<file path="config.mk">
export PLATFORM = sky130hd
export DESIGN_NAME = owt_slot_engine
export DESIGN_NICKNAME = d
export VERILOG_FILES = /design/src/rtl/owt_pkg.sv /design/src/rtl/owt_sat_counter.sv /design/src/rtl/owt_tick_sel.sv /design/src/rtl/owt_slot_engine.sv
export SDC_FILE = /design/constraint.sdc
export NUM_CORES = 1
export LEC_CHECK = 0
export BUFFER_PORTS_ARGS = -buffer_cell sky130_fd_sc_hd__clkbuf_2
export CAP_MARGIN = 10
export CORE_MARGIN = 2
export CORE_UTILIZATION = 40
export CTS_BUF_LIST = sky130_fd_sc_hd__clkbuf_16
export CTS_CLUSTER_DIAMETER = 30
export CTS_CLUSTER_SIZE = 16
export DETAILED_ROUTE_END_ITERATION = 10
export GPL_ROUTABILITY_DRIVEN = 0
export SETUP_SLACK_MARGIN = 0.15
export SLEW_MARGIN = 25
export SYNTH_ARGS = -nofsm -noshare
export SYNTH_HDL_FRONTEND = slang
export SYNTH_HIERARCHICAL = 1
export SYNTH_SLANG_ARGS = --single-unit
</file>
<file path="constraint.sdc">
create_clock -name clk -period 7.13 [get_ports clk]
set_input_delay 0.713 -clock clk [delete_from_list [all_inputs] [get_ports clk]]
set_output_delay 0.713 -clock clk [all_outputs]
set_load 0.02 [all_outputs]
</file>
<file path="src/rtl/owt_pkg.sv">
package owt_pkg;

    typedef enum logic [2:0] {
        ST_IDLE,
        ST_QUAL,
        ST_SLOT,
        ST_TAIL,
        ST_PD_WAIT,
        ST_PD_DRIVE,
        ST_PD_REL
    } owt_state_e;

endpackage

</file>
<file path="src/rtl/owt_sat_counter.sv">
module owt_sat_counter #(
    parameter int W    = 16,
    parameter int MAXV = 1000
) (
    input  logic         clk,
    input  logic         rst_n,
    input  logic         load,
    input  logic         inc,
    output logic [W-1:0] q
);

    localparam logic [W-1:0] LIMIT = W'(MAXV);

    // load restarts the count at one observed clock
    always_ff @(posedge clk or negedge rst_n) begin
        if (!rst_n) begin
            q <= '0;
        end else if (load) begin
            q <= W'(1);
        end else if (inc && (q < LIMIT)) begin
            q <= q + W'(1);
        end
    end

endmodule

</file>
<file path="src/rtl/owt_tick_sel.sv">
module owt_tick_sel #(
    parameter int TICKS_PER_US = 100,
    parameter int CW           = 16,
    parameter int SAMPLE_STD   = 30,
    parameter int SAMPLE_OD    = 4,
    parameter int HOLD_STD     = 30,
    parameter int HOLD_OD      = 4,
    parameter int RST_OD       = 48,
    parameter int RST_STD      = 480,
    parameter int PDW_STD      = 15,
    parameter int PDW_OD       = 2,
    parameter int PDL_STD      = 60,
    parameter int PDL_OD       = 10
) (
    input  logic          fast,
    output logic [CW-1:0] t_sample,
    output logic [CW-1:0] t_hold,
    output logic [CW-1:0] t_rst,
    output logic [CW-1:0] t_pdw,
    output logic [CW-1:0] t_pdl
);

    localparam logic [CW-1:0] K_SAMPLE_S = CW'(SAMPLE_STD * TICKS_PER_US);
    localparam logic [CW-1:0] K_SAMPLE_F = CW'(SAMPLE_OD  * TICKS_PER_US);
    localparam logic [CW-1:0] K_HOLD_S   = CW'(HOLD_STD   * TICKS_PER_US);
    localparam logic [CW-1:0] K_HOLD_F   = CW'(HOLD_OD    * TICKS_PER_US);
    localparam logic [CW-1:0] K_RST_S    = CW'(RST_STD    * TICKS_PER_US);
    localparam logic [CW-1:0] K_RST_F    = CW'(RST_OD     * TICKS_PER_US);
    localparam logic [CW-1:0] K_PDW_S    = CW'(PDW_STD    * TICKS_PER_US);
    localparam logic [CW-1:0] K_PDW_F    = CW'(PDW_OD     * TICKS_PER_US);
    localparam logic [CW-1:0] K_PDL_S    = CW'(PDL_STD    * TICKS_PER_US);
    localparam logic [CW-1:0] K_PDL_F    = CW'(PDL_OD     * TICKS_PER_US);

    always_comb begin
        t_sample = fast ? K_SAMPLE_F : K_SAMPLE_S;
        t_hold   = fast ? K_HOLD_F   : K_HOLD_S;
        t_rst    = fast ? K_RST_F    : K_RST_S;
        t_pdw    = fast ? K_PDW_F    : K_PDW_S;
        t_pdl    = fast ? K_PDL_F    : K_PDL_S;
    end

endmodule

</file>
<file path="src/rtl/owt_slot_engine.sv">
module owt_slot_engine
    import owt_pkg::*;
#(
    parameter int TICKS_PER_US = 100,
    parameter int GLITCH_CLKS  = (TICKS_PER_US / 2 > 0) ? TICKS_PER_US / 2 : 1,
    parameter int LONG_RST_US  = 480
) (
    input  logic clk,
    input  logic rst_n,
    input  logic bus_in,
    input  logic od_mode,
    input  logic tx_en,
    input  logic tx_bit,
    output logic pull_low,
    output logic rx_valid,
    output logic rx_bit,
    output logic tx_ack,
    output logic rst_short,
    output logic rst_long
);

    localparam int LONG_TICKS = LONG_RST_US * TICKS_PER_US;
    localparam int CW         = $clog2(LONG_TICKS + 2);
    localparam int GLITCH_EFF = (GLITCH_CLKS > 1) ? GLITCH_CLKS : 1;
    localparam logic [CW-1:0] K_LONG  = CW'(LONG_TICKS);
    localparam logic [CW-1:0] K_G_M1  = CW'(GLITCH_EFF - 1);
    localparam bit            USE_QUAL = (GLITCH_EFF > 1);

    owt_state_e    st, st_n;
    logic [CW-1:0] cnt;
    logic          cnt_load, cnt_inc;
    logic          slot_fast, pd_fast, drive0, tx_mode;
    logic          edge_take, rst_take, pd_fast_n;
    logic          rx_set, ack_set, short_set, long_set;
    logic          in_pd, sel_fast;
    logic [CW-1:0] t_sample, t_hold, t_rst, t_pdw, t_pdl;

    owt_sat_counter #(
        .W    (CW),
        .MAXV (LONG_TICKS)
    ) u_cnt (
        .clk   (clk),
        .rst_n (rst_n),
        .load  (cnt_load),
        .inc   (cnt_inc),
        .q     (cnt)
    );

    assign in_pd    = (st == ST_PD_WAIT) || (st == ST_PD_DRIVE) || (st == ST_PD_REL);
    assign sel_fast = in_pd ? pd_fast : slot_fast;

    owt_tick_sel #(
        .TICKS_PER_US (TICKS_PER_US),
        .CW           (CW),
        .RST_STD      (LONG_RST_US)
    ) u_sel (
        .fast     (sel_fast),
        .t_sample (t_sample),
        .t_hold   (t_hold),
        .t_rst    (t_rst),
        .t_pdw    (t_pdw),
        .t_pdl    (t_pdl)
    );

    // next-state and event decode
    always_comb begin
        st_n      = st;
        cnt_load  = 1'b0;
        cnt_inc   = 1'b0;
        edge_take = 1'b0;
        rst_take  = 1'b0;
        pd_fast_n = pd_fast;
        rx_set    = 1'b0;
        ack_set   = 1'b0;
        short_set = 1'b0;
        long_set  = 1'b0;
        unique case (st)
            ST_IDLE: begin
                if (!bus_in) begin
                    edge_take = 1'b1;
                    cnt_load  = 1'b1;
                    st_n      = (od_mode || !USE_QUAL) ? ST_SLOT : ST_QUAL;
                end
            end
            ST_QUAL: begin
                if (bus_in) begin
                    st_n = ST_IDLE;
                end else begin
                    cnt_inc = 1'b1;
                    if (cnt >= K_G_M1) begin
                        st_n = ST_SLOT;
                    end
                end
            end
            ST_SLOT: begin
                cnt_inc = 1'b1;
                if (cnt >= t_sample) begin
                    st_n = ST_TAIL;
                    if (tx_mode) begin
                        ack_set = 1'b1;
                    end else begin
                        rx_set = 1'b1;
                    end
                end
            end
            ST_TAIL: begin
                cnt_inc = 1'b1;
                if (bus_in) begin
                    if (cnt >= K_LONG) begin
                        long_set  = 1'b1;
                        rst_take  = 1'b1;
                        pd_fast_n = 1'b0;
                    end else if (slot_fast && (cnt >= t_rst)) begin
                        short_set = 1'b1;
                        rst_take  = 1'b1;
                        pd_fast_n = 1'b1;
                    end
                    if (rst_take) begin
                        cnt_inc  = 1'b0;
                        cnt_load = 1'b1;
                        st_n     = ST_PD_WAIT;
                    end else begin
                        st_n = ST_IDLE;
                    end
                end
            end
            ST_PD_WAIT: begin
                cnt_inc = 1'b1;
                if (cnt >= t_pdw) begin
                    cnt_inc  = 1'b0;
                    cnt_load = 1'b1;
                    st_n     = ST_PD_DRIVE;
                end
            end
            ST_PD_DRIVE: begin
                cnt_inc = 1'b1;
                if (cnt >= t_pdl) begin
                    st_n = ST_PD_REL;
                end
            end
            ST_PD_REL: begin
                if (bus_in) begin
                    st_n = ST_IDLE;
                end
            end
            default: st_n = ST_IDLE;
        endcase
    end

    // state register and per-slot latches
    always_ff @(posedge clk or negedge rst_n) begin
        if (!rst_n) begin
            st        <= ST_IDLE;
            slot_fast <= 1'b0;
            pd_fast   <= 1'b0;
            drive0    <= 1'b0;
            tx_mode   <= 1'b0;
        end else begin
            st <= st_n;
            if (edge_take) begin
                slot_fast <= od_mode;
                drive0    <= tx_en && !tx_bit;
                tx_mode   <= tx_en;
            end
            if (rst_take) begin
                pd_fast <= pd_fast_n;
            end
        end
    end

    // outputs: line drive from state, strobes registered
    always_comb begin
        pull_low = (st == ST_PD_DRIVE) ||
                   (((st == ST_SLOT) || (st == ST_TAIL)) && drive0 && (cnt < t_hold));
    end

    always_ff @(posedge clk or negedge rst_n) begin
        if (!rst_n) begin
            rx_valid  <= 1'b0;
            rx_bit    <= 1'b0;
            tx_ack    <= 1'b0;
            rst_short <= 1'b0;
            rst_long  <= 1'b0;
        end else begin
            rx_valid  <= rx_set;
            tx_ack    <= ack_set;
            rst_short <= short_set;
            rst_long  <= long_set;
            if (rx_set) begin
                rx_bit <= bus_in;
            end
        end
    end

endmodule

</file>
## Word-level counts from Yosys, hierarchy flattened

Cells that the tools add are included.

- Register bits after elaboration: 28
- Latch bits: 0
- Bits in writable memories: 0
- Bits in read-only memories: 0
- Input port bits: 6
- Output and inout port bits: 6
- Word-level logic and storage cells: 97
- Memories kept: 0

- $add $sub $neg: 1
- $mul: 0
- Divide/modulo/power cells: 0
- $lt $le $gt $ge: 8
- Equal/unequal tests: 13
- Shift-type cells: 0
- Multiplexer cells: 48
- Bitwise gates (word level): 0
- Reduce and logical (&&, ||, !) cells: 16

Operator list:

| cell | count |
|---|---|
| greater-or-equal comparator 16 bit | 4 |
| 2-to-1 mux 16 bit | 3 |
| 2-to-1 mux 1 bit | 29 |
| 2-to-1 mux 3 bit | 9 |
| case mux 3 bit (7 select lines) | 1 |
| adder 16 x 1 -> 16 bit, second input constant | 1 |
| greater-or-equal comparator 16 bit, second input constant | 1 |
| greater-or-equal comparator 16 x 6 -> 1 bit, second input constant | 1 |
| less-than comparator 16 bit | 1 |
| less-than comparator 16 bit, second input constant | 1 |
| 2-to-1 mux 13 bit | 1 |
| 2-to-1 mux 12 bit | 1 |
| 2-to-1 mux 11 bit | 1 |
| equality test 3 bit, second input constant | 3 |
| inequality test 2 bit, second input constant | 4 |
| AND reduction 7 bit | 1 |
| equality test 3 x 2 -> 1 bit, second input constant | 2 |
| logical AND 1 bit | 5 |
| logical OR 1 bit | 4 |
| inequality test 2 x 1 -> 1 bit, second input constant | 2 |
| case mux 1 bit (4 select lines) | 1 |
| AND reduction 4 bit | 1 |
| nonzero test 2 bit | 2 |
| equality test 3 x 1 -> 1 bit, second input constant | 1 |
| 6 further kinds | 6 |

## Depth between registers and ports, before layout

Gate-level depths: netlist of run 1.

- Depth in word-level cells: 17
- Depth in mapped cells: 20
- Mapped depth without buffers: 17

## Modules after synthesis

The synthesis of run 1 kept the hierarchy.

By module, submodules not included:

| module | times used | cells each | area an instance (um^2) | sequential area each (um^2) |
|---|---|---|---|---|
| owt_slot_engine | 1 | 346 | 2661.3 | 300.3 |
| owt_sat_counter | 1 | 91 | 873.3 | 400.4 |
| owt_tick_sel | 1 | 82 | 604.3 | 0.0 |

## Worst setup path after synthesis of run 1

OpenSTA, ideal clock, no wires.

- Path kind: register -> register
- From: reg st[0]
- To: reg u_cnt.q[5]
- Setup time: 0.078 ns
- Arrival time: 4.143 ns
- Data required time: 7.052 ns
- Setup slack: 2.909 ns
- Cell stages (with the launch flop): 20
- Buffers on the path: 2
- Cell sequence: dfrtp_1 > clkbuf_1 > nand2_1 > nand2_1 > mux2_2 > inv_1 > buf_4 > inv_1 > ha_1 > a21o_1 > a21o_1 > a21o_1 > a32oi_1 > nand3_1 > a31o_1 > a221oi_1 > a21boi_1 > a32oi_2 > or4_1 > a21oi_1

- Cells in the longest elaborated chain, start to end: 16

RTL lines:

| element | line | RTL |
|---|---|---|
| start: declaration | owt_slot_engine.sv:29 | `owt_state_e st, st_n;` |
| start signal: assignment | owt_slot_engine.sv:159 | `st <= st_n;` |
| equality test 3 bit | owt_slot_engine.sv:49 | `assign in_pd = (st == ST_PD_WAIT) \|\| (st == ST_PD_DRIVE) \|\| (st == ST_PD_REL);` |
| logical OR 1 bit | owt_slot_engine.sv:49 |  |
| logical OR 1 bit (*) | owt_slot_engine.sv:49 |  |
| 2-to-1 mux 1 bit (*) | owt_slot_engine.sv:50 | `assign sel_fast = in_pd ? pd_fast : slot_fast;` |
| net sel_fast | owt_slot_engine.sv:35 | `logic in_pd, sel_fast;` |
| 2-to-1 mux 16 bit (*) | owt_tick_sel.sv:37 | `t_rst = fast ? K_RST_F : K_RST_S;` |
| net t_rst[13] | owt_slot_engine.sv:36 | `logic [CW-1:0] t_sample, t_hold, t_rst, t_pdw, t_pdl;` |
| greater-or-equal comparator 16 bit (*) | owt_slot_engine.sv:113 | `end else if (slot_fast && (cnt >= t_rst)) begin` |
| (+3 left out) | -- |  |
| 2-to-1 mux 1 bit (*) | owt_slot_engine.sv:108 | `if (bus_in) begin` |
| 2-to-1 mux 1 bit (*) | owt_slot_engine.sv:77 | `unique case (st)` |
| 2-to-1 mux 1 bit (*) | owt_slot_engine.sv:118 | `if (rst_take) begin` |
| 2-to-1 mux 1 bit (*) | owt_slot_engine.sv:108 |  |
| case mux 1 bit (4 select lines) (*) | owt_slot_engine.sv:77 |  |
| net cnt_inc | owt_slot_engine.sv:31 | `logic cnt_load, cnt_inc;` |
| logical AND 1 bit (*) | owt_sat_counter.sv:20 | `end else if (inc && (q < LIMIT)) begin` |
| nonzero test 2 bit (no source line) (*) | -- |  |
| end signal: assignment | owt_sat_counter.sv:21 | `q <= q + W'(1);` |
| end: declaration | owt_sat_counter.sv:9 | `output logic [W-1:0] q` |

The timed path passes the listed nets; every way through them passes the cells marked *. The select of a mux whose other input is x is not followed.
A chain may end at the register's enable or synchronous reset.

## Worst setup path after layout of run 1

- From: reg st[1]
- To: reg u_cnt.q[5]

- Cells in the longest elaborated chain, start to end: 16

RTL lines:

| element | line |
|---|---|
| equality test 3 bit | owt_slot_engine.sv:49 |
| logical OR 1 bit | owt_slot_engine.sv:49 |
| logical OR 1 bit (*) | owt_slot_engine.sv:49 |
| 2-to-1 mux 1 bit (*) | owt_slot_engine.sv:50 |
| net sel_fast | owt_slot_engine.sv:35 |
| 2-to-1 mux 16 bit | owt_tick_sel.sv:37 |
| greater-or-equal comparator 16 bit | owt_slot_engine.sv:113 |
| logical AND 1 bit | owt_slot_engine.sv:113 |
| (+2 left out) | -- |
| 2-to-1 mux 1 bit | owt_slot_engine.sv:108 |
| 2-to-1 mux 1 bit | owt_slot_engine.sv:77 |
| 2-to-1 mux 1 bit | owt_slot_engine.sv:118 |
| 2-to-1 mux 1 bit | owt_slot_engine.sv:108 |
| case mux 1 bit (4 select lines) (*) | owt_slot_engine.sv:77 |
| net cnt_inc | owt_slot_engine.sv:31 |
| logical AND 1 bit (*) | owt_sat_counter.sv:20 |
| nonzero test 2 bit (no source line) (*) | -- |

Marks and branches as above.

==> out/qor.yml, run 1 <==
sta:
  setup_total_negative_slack_ns: 0
  final-max-slew-violation-count: 0
  fmaxAchievable_ghz: 0.200
  tightestPinTransition_ns: 0.739
  clock_skew_ns: 0.00896
  timing.final.setup_violations: 0
  share_of_the_clock_period_used_by_the_worst_path: 0.702
  rsz0062_at_grt: "no"
  post-route-min-period_ns: 5.01
  timing_hold_violations_final: 0
  worst_slew_margin_rel: 0.508
  worst_hold_slack_ns: 0.457
route:
  firstDrtPassIters: 5
  drt_first_iter_violations: 171
  viasPerCell: 5.10
  drc_errors: 0
  dr_total_vias: 3271
  antenna_violating_nets_post_route: 0
  post_drt_wl_per_cell_microns: 13.2
  route.final.wire_length_microns: 8470
synth:
  synth_top_cell_by_area: "sky130_fd_sc_hd__ha_1"
  synth_flop_cell: "sky130_fd_sc_hd__dfrtp_1"
  ys_top_cells_by_area: "sky130_fd_sc_hd__ha_1, sky130_fd_sc_hd__dfrtp_1, sky130_fd_sc_hd__buf_4"
  syn-mean-instance-area_sq_um: 7.97
  synth_cells: 519
  synth_top_cell_area_share: 0.242
  synth-async-reset-ratio: 1.00
  synth_sequential_area_ratio: 0.169
  synth.distinct_cells: 55
  number_of_enable_type_register_cells_in_the_synthesized_netlist: 0
  post_synth_instance_area_sq_um: 4140
  yosys_warnings: 6
  synth_seq_cells: 28
global_routing:
  grt_remaining_overflow: 0
  track_usage: 0.161
  first_global_vias: 3187
  grt_antenna_before_repair: 0
  grt_first_pass_wirelength_microns: 14800
  grt_max_degree: 29
placed_design:
  placement.io_buffers: 11
  hpwl_microns: 6450
  placed_cells_incl_taps: 637
layout:
  finalCoreUtilization: 0.396
  stdcell_count: 641
  layout.nets: 592
  fraction_of_final_layout_cells_sized_beyond_drive_strength_1: 0.0535
  insertedDiodeCount: 0
  area.growth.synth_to_final_pct: -2.54
  filler_cell_count: 1054
floorplan:
  design.die.area_sq_um: 11200
  ports_placed_on_the_boundary: 12
  row_count: 37
  fp.dieW_microns: 106
  initial_core_util: 0.406
  chipHeight_microns: 106
  fp.coreArea_sq_um: 10200
clocking:
  depth_of_the_cts_h_tree: 1
  clock_sinks: 28
  tritoncts: "done"
  postCtsResizedCells: 0
  worst_skew_pair.late_latency_ns: 0.26
  cts_setup_buffers: 0
  clock_path_buffers: 2
  post_cts_hold_buffer_count: 0
  cts_buf_count: 3
  clk_pin_slew_worst_paths_ns: 0.07
  root_buffer: "sky130_fd_sc_hd__clkbuf_16"
worst_setup_path:
  critical_path.max_fanout: 19
  crit_path_max_incr_delay_ns: 0.69
  r2r_setup_slack_ns: 2.12
  timing.critical_path.cells: "nand2_1, nand2_1, mux2_2, inv_1, inv_1, ha_1, a21o_1, a21o_1, a21o_1, a32oi_1, nand3_1, a31o_1, a221oi_1, a21boi_1, a32oi_2, or4_1, a21oi_1"
  worst_ep_required_time_ns: 7.31
  critical-path-top-cell-by-count: "sky130_fd_sc_hd__a21o_1"
  critical_path.slowest_cell: "sky130_fd_sc_hd__dfrtp_1"
  cp.arrival_ns: 5.19
  setup.worst_path.class: "reg2reg"
  critical_path.endpoint_type: "register"
  critical_path_start_type: "register"
power_and_ir_drop:
  power_leakage_uw: 0.00216
  worst_vdd_rail_ir_drop_uv: 104
  power-per-cell-area_nw_per_um2: 210
job:
  max_cap_viol_count: 0
hold_path:
  min-delay-path-class: "reg2reg"
outcome:
  result_of_the_run: "finished, final reports clean"
[cells by family (layout without fill, tap and decap cells)]
group | after synthesis | in the layout | share of synthesized area
muxes | 4 | 4 | 0.0106
other | 2 | 58 | 0.00181
and+or+nand+nor | 127 | 127 | 0.177
xor gates and xnor gates | 2 | 2 | 0.00423
buffers and inverters | 169 | 99 | 0.226
AOI/OAI and AO/OA | 107 | 107 | 0.170
DFF | 28 | 28 | 0.169
adders and majority gates | 80 | 80 | 0.242
[worst max-delay path: cells and delay by family, from the launching register on]
family          cells  cell delay, ns
compound gates      9            2.16
fa+ha+maj           1            0.21
buf+inv             2            0.62
flops               1            0.69
mux                 1            0.37
simple gates        4            0.88
[placed cells by master, fill, tap and decap left out, types with 10 or more instances in the layout]
cell type,instances
sky130_fd_sc_hd__ha_1,80
sky130_fd_sc_hd__dfrtp_1,28
sky130_fd_sc_hd__or3_1,11
sky130_fd_sc_hd__a21o_1,10
sky130_fd_sc_hd__nand3_1,15
sky130_fd_sc_hd__nor2_1,19
sky130_fd_sc_hd__a21oi_1,39
sky130_fd_sc_hd__nand4_1,19
sky130_fd_sc_hd__o21ai_0,19
sky130_fd_sc_hd__conb_1,58
sky130_fd_sc_hd__inv_1,84
sky130_fd_sc_hd__nand2_1,22
sky130_fd_sc_hd__clkbuf_2,11
[flip-flops by register name (all words and copies together), names as in the netlist]
signal	cells
pd_fast	1
u_cnt/q	16
rx_valid	1
drive0	1
slot_fast	1
st	3
tx_ack	1
rst_long	1
rx_bit	1
tx_mode	1
rst_short	1
[per-layer routing]
metal  track usage  part of all wire
met1         0.208              0.47
met5             0                 0
met2         0.275              0.45
met3        0.0247             0.052
met4        0.0470             0.023
[layout make-up]
class                   count  area, sq um  share of cell area
well taps                 136          170              0.0422
repair buffers             11         55.1              0.0136
clock buffers               3         75.1              0.0186
clock inverters             1         3.75            0.000931
flip-flops and latches     28          701               0.174
multi-input cells         378         2710               0.673
inverters                  84          315              0.0782
[through the flow]
| stage | total power [uW] | setup WS, ns | instance area [sq um] |
|---|---|---|---|
| floorplan | 703 | 2.91 | 4350 |
| global placement | 701 | 2.45 | 3960 |
| detailed placement | 718 | 2.27 | 3960 |
| CTS | 851 | 2.22 | 4030 |
| global route | 943 | 1.67 | 4030 |
| finish | 845 | 2.12 | 4030 |
[Yosys cell counts, drive strengths merged, types with 5 or more instances]
| master | number |
|---|---|
| a21o | 10 |
| a21oi | 39 |
| a31oi | 5 |
| buf | 82 |
| dfrtp | 28 |
| ha | 80 |
| inv | 84 |
| nand2 | 22 |
| nand2b | 6 |
| nand3 | 16 |
| nand4 | 20 |
| nor2 | 19 |
| nor2b | 6 |
| nor3 | 6 |
| nor4 | 5 |
| o21ai | 22 |
| or3 | 11 |
| or4 | 6 |
[where the power goes]
part	internal, uW	leakage [uW]	switching (uW)
clock network	75.2	0.0000385	53.0
logic	192	0.00174	252
registers	189	0.000375	83.7
total	457	0.00216	388
[path summary, 6_finish.rpt]
check,from,to,depth (start not counted)
min in group asynchronous,rst_n,rst_short,1
min reg2reg,tx_mode,rx_valid,1
max in group asynchronous,rst_n,u_cnt/q[14],1
max,st[1],u_cnt/q[5],17
min,tx_mode,rx_valid,1
max reg2reg,st[1],u_cnt/q[5],17
No activity file was read; power rests on OpenSTA's default activity.
==> inputs of run 2 (changes only) <==
--- a/config.mk
+++ b/config.mk
@@ -5,6 +5,7 @@
 export SDC_FILE = /design/constraint.sdc
 export NUM_CORES = 1
 export LEC_CHECK = 0
+export ABC_AREA = 1
 export BUFFER_PORTS_ARGS = -buffer_cell sky130_fd_sc_hd__clkbuf_2
 export CAP_MARGIN = 10
 export CORE_MARGIN = 2
==> constraint.sdc (replaced) <==
create_clock -name clk -period 5.2 [get_ports clk]
set_input_delay 0.52 -clock clk [delete_from_list [all_inputs] [get_ports clk]]
set_output_delay 0.52 -clock clk [all_outputs]
set_load 0.02 [all_outputs]
==> run 2 against run 1 <==
- core utilization increased by 0.77 points
- flip-flop and latch count unchanged
- cell count increased by 27%
- register-to-register slack got worse by 0.46 ns
- maximum frequency increased by 42%
- sequential share of layout area decreased by 1.4 points
- clock skew decreased by 0.0041 ns
- hold slack got worse by 0.16 ns
- global-route usage increased by 0.39 points
- critical endpoint is now u_cnt/q[10]
==> out/qor.yml, run 2 <==
outcome:
  result_of_the_run: "finished, final reports clean"
sta:
  rsz0062_at_grt: "no"
  share_of_the_clock_period_used_by_the_worst_path: 0.680  # -0.0219
  fmaxAchievable_ghz: 0.283  # +42%
  timing_hold_violations_final: 0  # unchanged
  post-route-min-period_ns: 3.54  # -1.47 ns
  clock_skew_ns: 0.00483  # -0.00413 ns
  timing.final.setup_violations: 0  # unchanged
  setup_total_negative_slack_ns: 0  # unchanged
  tightestPinTransition_ns: 0.722  # -0.0161 ns
  worst_slew_margin_rel: 0.518  # +0.0108
  final-max-slew-violation-count: 0  # unchanged
worst_setup_path:
  critical_path.reg2reg.endpoint: "u_cnt/q[10]"
  cpLargestDelayFamily: "simple AND/OR/NAND/NOR gates"
  critical_path_start_type: "register"
  timing.critical_path.cells: "a21oi_1, o21ai_0, inv_1, inv_1, ha_1, a21oi_1, o21ai_0, a21oi_1, nand2_1, nand2_1, nand2_1, nand2_1, nand2_1, nand3_1, nand2_1, nor2_4, nor2_4, nand2_1, nand2_1"
  critical_r2r_launch: "st[1]"
  critical_path.max_fanout: 19  # unchanged
  timing.critical_path.buf_inv: 2  # unchanged
  worstRegToRegCells: 19  # +2
  r2r_setup_slack_ns: 1.66  # -0.46 ns
  crit_path_max_incr_delay_ns: 0.53  # -0.16 ns
  worst_ep_required_time_ns: 5.35  # -1.96 ns
  critical_path.endpoint_type: "register"
  timing.critical_path.depth: 19  # +2
  critical-path-top-cell-by-count: "sky130_fd_sc_hd__nand2_1"
  setup.worst_path.class: "reg2reg"
  critical_path.slowest_cell: "sky130_fd_sc_hd__dfrtp_1"
  cp.arrival_ns: 3.69  # -1.50 ns
clocking:
  worst_skew_pair.late_latency_ns: 0.26  # about the same
  clk_pin_slew_worst_paths_ns: 0.07  # about the same
  root_buffer: "sky130_fd_sc_hd__clkbuf_16"
  cts_buf_count: 3  # unchanged
  cts_setup_buffers: 0  # unchanged
  tritoncts: "done"
  post_cts_hold_buffer_count: 0  # unchanged
  depth_of_the_cts_h_tree: 1  # unchanged
  postCtsResizedCells: 0  # unchanged
  clock_path_buffers: 2  # unchanged
  clock_sinks: 28  # unchanged
synth:
  synth_cells: 689  # +33%
  syn-mean-instance-area_sq_um: 6.50  # -18%
  synth.top_cells.by_count: "sky130_fd_sc_hd__nand2_1, sky130_fd_sc_hd__inv_1, sky130_fd_sc_hd__buf_4, sky130_fd_sc_hd__ha_1, sky130_fd_sc_hd__nor2_1"
  synth-async-reset-ratio: 1.00  # unchanged
  synth_compound_gate_area_share: 0.0748  # -0.0951
  synth_top_cell_by_area: "sky130_fd_sc_hd__ha_1"
  synth_sequential_area_ratio: 0.156  # -0.0129
  synthMuxAreaShare: 0  # -0.0106
  number_of_enable_type_register_cells_in_the_synthesized_netlist: 0  # unchanged
  synth_flop_cell: "sky130_fd_sc_hd__dfrtp_1"
  yosys_warnings: 6  # unchanged
  synth_seq_cells: 28  # unchanged
  synth_adder_area_share: 0.223  # -0.0185
  main_combinational_cell_family_by_area_after_synthesis: "simple AND/OR/NAND/NOR gates"
  post_synth_and_or_nand_nor_area_fraction: 0.296  # +0.120
  yosys.area_share.xor_xnor: 0.00391  # -0.000324
  synth_top_cell_area_share: 0.223  # -0.0185
  synth.distinct_cells: 31  # -44%
  synth_most_common_cell: "sky130_fd_sc_hd__nand2_1"
  ys_top_cells_by_area: "sky130_fd_sc_hd__ha_1, sky130_fd_sc_hd__dfrtp_1, sky130_fd_sc_hd__nand2_1"
  post_synth_instance_area_sq_um: 4480  # +8.3%
power_and_ir_drop:
  finalPower_uw: 1400  # +66%
  total_switching_power_uw: 714  # +84%
  switching_share: 0.509  # +0.0496
  worst_vdd_rail_ir_drop_uv: 248  # +140%
  power_frac_clock: 0.165  # +0.013
  power.share.combinational: 0.581  # +0.056
  internal_power_uw: 688  # +51%
  power_leakage_uw: 0.00267  # +24%
  sequentialPowerShare: 0.255  # -0.068
  power-per-cell-area_nw_per_um2: 319  # +52%
route:
  antenna_violating_nets_post_route: 0  # unchanged
  firstDrtPassIters: 8  # +3
  drc_errors: 0  # unchanged
  route.final.wire_length_microns: 9190  # +8.5%
  drt_first_iter_violations: 268  # +57%
  viasPerCell: 4.64  # -9.1%
  post_drt_wl_per_cell_microns: 11.3  # -15%
  dr_total_vias: 3780  # +16%
layout:
  finalCoreUtilization: 0.404  # +0.00775
  most_common_cell_after_layout_fill_and_taps_aside: "sky130_fd_sc_hd__nand2_1"
  register_area_sq_um: 701  # unchanged
  fraction_of_final_layout_cells_sized_beyond_drive_strength_1: 0.0489  # -0.00458
  most-common-layout-cells: "sky130_fd_sc_hd__nand2_1, sky130_fd_sc_hd__inv_1, sky130_fd_sc_hd__ha_1"
  top_regs: "u_cnt/q (16), st (3)"
  filler_cell_count: 1129  # +7.1%
  largest_register_ffs: 16  # unchanged
  layout.nets: 762  # +29%
  multi_input_combinational_cell_area_sq_um: 2900  # +6.8%
  largest-register: "u_cnt/q"
  insertedDiodeCount: 0  # unchanged
  area.growth.synth_to_final_pct: -1.90
floorplan:
  initial_core_util: 0.412  # +0.00524
  design.die.area_sq_um: 12100  # +8.0%
  ports_placed_on_the_boundary: 12  # unchanged
  row_count: 38  # +2.7%
  fp.dieW_microns: 110  # +3.9%
  chipHeight_microns: 110  # +3.9%
  fp.coreArea_sq_um: 10900  # +6.9%
global_routing:
  track_usage: 0.165  # +0.00385
  grt_first_pass_wirelength_microns: 16100  # +8.6%
  grt_antenna_before_repair: 0  # unchanged
  first_global_vias: 3552  # +11%
  grt_remaining_overflow: 0  # unchanged
  grt_max_degree: 29  # unchanged
hold_path:
  min-delay-path-class: "in2async"
job:
  max_cap_viol_count: 0  # unchanged
placed_design:
  hpwl_microns: 7360  # +14%
  placement.io_buffers: 11  # unchanged
run 2: cell types whose count changed in the layout (fill, tap and decap cells not counted), moves of 4 or more:
cell and change:
sky130_fd_sc_hd__nand2b_1 -5, sky130_fd_sc_hd__nor2_2 +6, sky130_fd_sc_hd__nand3_1 +20, sky130_fd_sc_hd__o21ai_0 -5, sky130_fd_sc_hd__a21o_1 -8, sky130_fd_sc_hd__nor2b_1 -5, sky130_fd_sc_hd__nor2_1 +31, sky130_fd_sc_hd__nand2_1 +154
sky130_fd_sc_hd__or3_1 -11, sky130_fd_sc_hd__inv_1 +36, sky130_fd_sc_hd__a31oi_1 -5, sky130_fd_sc_hd__or4_1 -6, sky130_fd_sc_hd__o31ai_1 -4
run 2: final cells by class:
type                            count  area share
Inverter                          123       0.105
Multi-Input combinational cell    509       0.659
Clock buffer                        3      0.0171
Tap cell                          140      0.0398
Timing Repair Buffer               11      0.0125
Sequential cell                    28       0.159
Clock inverter                      1     0.00683
run 2: power by group through the flow:
stage	sequential (uW)	clock [uW]	combinational (uW)
2_1_floorplan	313	0	844
3_3_place_gp	359	0	786
3_5_place_dp	362	0	806
4_1_cts	357	234	811
5_1_grt	366	243	957
6_report	357	231	814
run 2: worst max-delay path by stage:
stage / end / from / slack, ns
floorplan: u_cnt/q[10] / st[1] / 2.19
global placement: u_cnt/q[3] / st[1] / 1.93
detailed placement: u_cnt/q[14] / st[1] / 1.74
CTS: pull_low / st[1] / 1.68
global route: u_cnt/q[15] / st[1] / 1.31
finish: u_cnt/q[10] / st[1] / 1.66
run 2: through the flow:
step	worst slack (ns)	std cells	hold slack, ns	instance area (sq um)
6_report	1.66	815	0.295	4400
5_1_grt	1.31	815	0.359	4400
4_1_cts	1.68	815	0.327	4400
3_5_place_dp	1.74	811	0.463	4290
3_3_place_gp	1.93	811	0.447	4290
2_1_floorplan	2.19	745	0.224	4690
run 2: worst reg2reg max path, stage by stage, from the launching register on:
cell and delay (ns):
sky130_fd_sc_hd__dfrtp_1 0.53, sky130_fd_sc_hd__a21oi_1 0.14, sky130_fd_sc_hd__o21ai_0 0.39, sky130_fd_sc_hd__inv_1 0.41, sky130_fd_sc_hd__inv_1 0.13, sky130_fd_sc_hd__ha_1 0.26, sky130_fd_sc_hd__a21oi_1 0.16, sky130_fd_sc_hd__o21ai_0 0.11
sky130_fd_sc_hd__a21oi_1 0.13, sky130_fd_sc_hd__nand2_1 0.08, sky130_fd_sc_hd__nand2_1 0.06, sky130_fd_sc_hd__nand2_1 0.10, sky130_fd_sc_hd__nand2_1 0.08, sky130_fd_sc_hd__nand2_1 0.05, sky130_fd_sc_hd__nand3_1 0.09, sky130_fd_sc_hd__nand2_1 0.10
sky130_fd_sc_hd__nor2_4 0.31, sky130_fd_sc_hd__nor2_4 0.14, sky130_fd_sc_hd__nand2_1 0.10, sky130_fd_sc_hd__nand2_1 0.06
run 2: cells by family after synthesis:
logic type	Yosys count
other	2
adder cells (fa/ha/maj)	80
XOR/XNOR	2
AND/OR/NAND/NOR	306
AO/OA/AOI/OAI	63
flip-flops	28
buffers and inverters	208
run 2: layer usage:
metal | part of all wire | GRT usage
met5 | 0 | 0
met4 | 0.022 | 0.0497
met3 | 0.022 | 0.00296
met2 | 0.48 | 0.292
met1 | 0.47 | 0.216
==> inputs of run 3 (changes only) <==
==> constraint.sdc (replaced) <==
create_clock -name clk -period 3.68 [get_ports clk]
set_input_delay 0.368 -clock clk [delete_from_list [all_inputs] [get_ports clk]]
set_output_delay 0.368 -clock clk [all_outputs]
set_load 0.02 [all_outputs]
==> run 3 against run 2 <==
- sequential power increased by 38%
- combinational power up 49%
- first-iteration DRC count is 2.2% lower
- register-to-register slack got worse by 1.2 ns
- flip-flop and latch count unchanged
- clock skew shrank 0.0019 ns
- hold slack lost 0.13 ns
- clock power grew 42%
- sequential share of layout area fell by 0.31 points
- die area is the same
- wire length increased by 5.8%
- largest cell class unchanged
==> out/qor.yml, run 3 (synthesized netlist as in run 2, its figures left out) <==
sta:
  clock_skew_ns: 0.00290  # -0.00193 ns
  share_of_the_clock_period_used_by_the_worst_path: 0.871  # +0.190
  timing_hold_violations_final: 0  # unchanged
  setup_total_negative_slack_ns: 0  # unchanged
  worst_slew_margin_rel: 0.493  # -0.0251
  fmaxAchievable_ghz: 0.312  # +10%
  rsz0062_at_grt: "no"
  post-route-min-period_ns: 3.20  # -0.333 ns
  timing.final.setup_violations: 0  # unchanged
  tightestPinTransition_ns: 0.760  # +0.0377 ns
  final-max-slew-violation-count: 0  # unchanged
layout:
  finalInstanceArea_sq_um: 4480  # +2.0%
  area.growth.synth_to_final_pct: 0.0279
  fraction_of_final_layout_cells_sized_beyond_drive_strength_1: 0.0671  # +0.0182
  most_common_cell_after_layout_fill_and_taps_aside: "sky130_fd_sc_hd__nand2_1"
  most-common-layout-cells: "sky130_fd_sc_hd__nand2_1, sky130_fd_sc_hd__inv_1, sky130_fd_sc_hd__ha_1"
  largest-register: "u_cnt/q"
  top_regs: "u_cnt/q (16), st (3)"
  layout.nets: 773  # +1.4%
  largest_register_ffs: 16  # unchanged
  insertedDiodeCount: 0  # unchanged
  stdcell_count: 826  # +1.3%
floorplan:
  chipHeight_microns: 110  # unchanged
  row_count: 38  # unchanged
  ports_placed_on_the_boundary: 12  # unchanged
  fp.dieW_microns: 110  # unchanged
  initial_core_util: 0.412  # unchanged
  fp.coreArea_sq_um: 10900  # unchanged
  design.die.area_sq_um: 12100  # unchanged
power_and_ir_drop:
  power_leakage_uw: 0.00272  # +2.0%
  worst_vdd_rail_ir_drop_uv: 224  # -9.7%
  power-per-cell-area_nw_per_um2: 452  # +42%
  finalPower_uw: 2030  # +45%
route:
  drt_first_iter_violations: 262  # -2.2%
  dr_total_vias: 3862  # +2.2%
  route.final.wire_length_microns: 9720  # +5.8%
  post_drt_wl_per_cell_microns: 11.8  # +4.4%
  drc_errors: 0  # unchanged
  firstDrtPassIters: 4  # -4
  viasPerCell: 4.68  # +0.81%
  antenna_violating_nets_post_route: 0  # unchanged
worst_setup_path:
  crit_path_max_incr_delay_ns: 0.52  # about the same
  critical_path.endpoint_type: "register"
  cp.arrival_ns: 3.35  # -0.34 ns
  timing.critical_path.buf_inv: 3  # +1
  critical_path.slowest_cell: "sky130_fd_sc_hd__dfrtp_1"
  cpLargestDelayFamily: "simple AND/OR/NAND/NOR gates"
  timing.critical_path.cells: "a21oi_1, o21ai_0, buf_4, inv_1, ha_1, nand2_1, inv_1, nand2_1, nor2_1, nor2_1, nand2_1, nand2_1, nand2_1, nand2_1, nand2_1, nand2_1, nand2_1, nand3_1, nand2_1, nor2_4, nor2_4, nand2_1, nand2_1"
  setup.worst_path.class: "reg2reg"
  critical_path.max_fanout: 15  # -4
  worst_ep_required_time_ns: 3.83  # -1.52 ns
  critical-path-top-cell-by-count: "sky130_fd_sc_hd__nand2_1"
  critical_path_start_type: "register"
hold_path:
  min-delay-path-class: "in2async"
global_routing:
  grt_first_pass_wirelength_microns: 16400  # +2.1%
  track_usage: 0.169  # +0.00409
  grt_max_degree: 29  # unchanged
  first_global_vias: 3607  # +1.5%
  grt_remaining_overflow: 0  # unchanged
  grt_antenna_before_repair: 0  # unchanged
placed_design:
  placed_cells_incl_taps: 820  # +1.1%
  dpl_cell_area_sq_um: 4360  # +1.6%
  placement.io_buffers: 11  # unchanged
  hpwl_microns: 7760  # +5.4%
clocking:
  depth_of_the_cts_h_tree: 1  # unchanged
  clk_pin_slew_worst_paths_ns: 0.07  # about the same
  tritoncts: "done"
  clock_sinks: 28  # unchanged
  root_buffer: "sky130_fd_sc_hd__clkbuf_16"
  clock_path_buffers: 2  # unchanged
  worst_skew_pair.late_latency_ns: 0.26  # about the same
  cts_buf_count: 3  # unchanged
job:
  max_cap_viol_count: 0  # unchanged
outcome:
  result_of_the_run: "finished, final reports clean"
[run 3: cell count changes in the layout (fill, tap and decap cells not counted), sizes merged]
| cell | change |
|---|---|
| buf | +11 |
| clkinvlp | +1 |
| inv | -1 |
[run 3: layout make-up]
class / count / area (sq um)
fillers: 1177 / 6400
repair buffers: 22 / 138
clock buffers: 3 / 75.1
multi-input cells: 509 / 2900
clock inverters: 1 / 30.0
well taps: 140 / 175
inverters: 123 / 465
flip-flops and latches: 28 / 701
[run 3: power by group]
part / leakage (uW) / switching [uW] / internal [uW]
sequential: 0.000379 / 129 / 365
combinational: 0.00229 / 784 / 422
clock: 0.0000511 / 110 / 217
[run 3: stage by stage]
step / hold WS [ns] / utilization / worst slack (ns)
floorplan: 0.0724 / - / 0.673
detailed placement: 0.464 / 0.400 / 0.458
CTS: 0.176 / 0.410 / 0.420
global route: 0.202 / 0.412 / 0.169
global placement: 0.450 / 0.400 / 0.549
finish: 0.165 / 0.412 / 0.476
[run 3: metal layers]
layer / wire length (microns) / track usage
met5: 0 / 0
met3: 316 / 0.00356
met4: 93 / 0.0289
met1: 4590 / 0.221
met2: 4720 / 0.311
[run 3: path summary, 6_finish.rpt]
| kind | startpoint | to | slack (ns) | cells past startpoint |
|---|---|---|---|---|
| setup / recovery | st[1] | u_cnt/q[13] | 0.48 | 23 |
| hold / removal | rst_n | drive0 | 0.16 | 1 |
| setup reg to reg | st[1] | u_cnt/q[13] | 0.48 | 23 |
| hold reg to reg | tx_mode | rx_valid | 0.47 | 1 |
| max in group asynchronous | rst_n | rst_long | 3.04 | 1 |
| min in group clk | tx_bit | drive0 | 0.28 | 2 |
[run 3: repair_timing]
item,4_1_cts,5_1_grt
resized for setup,0,2
hold buffers,0,0
endpoints found under the setup margin,0,16
setup buffers,0,2
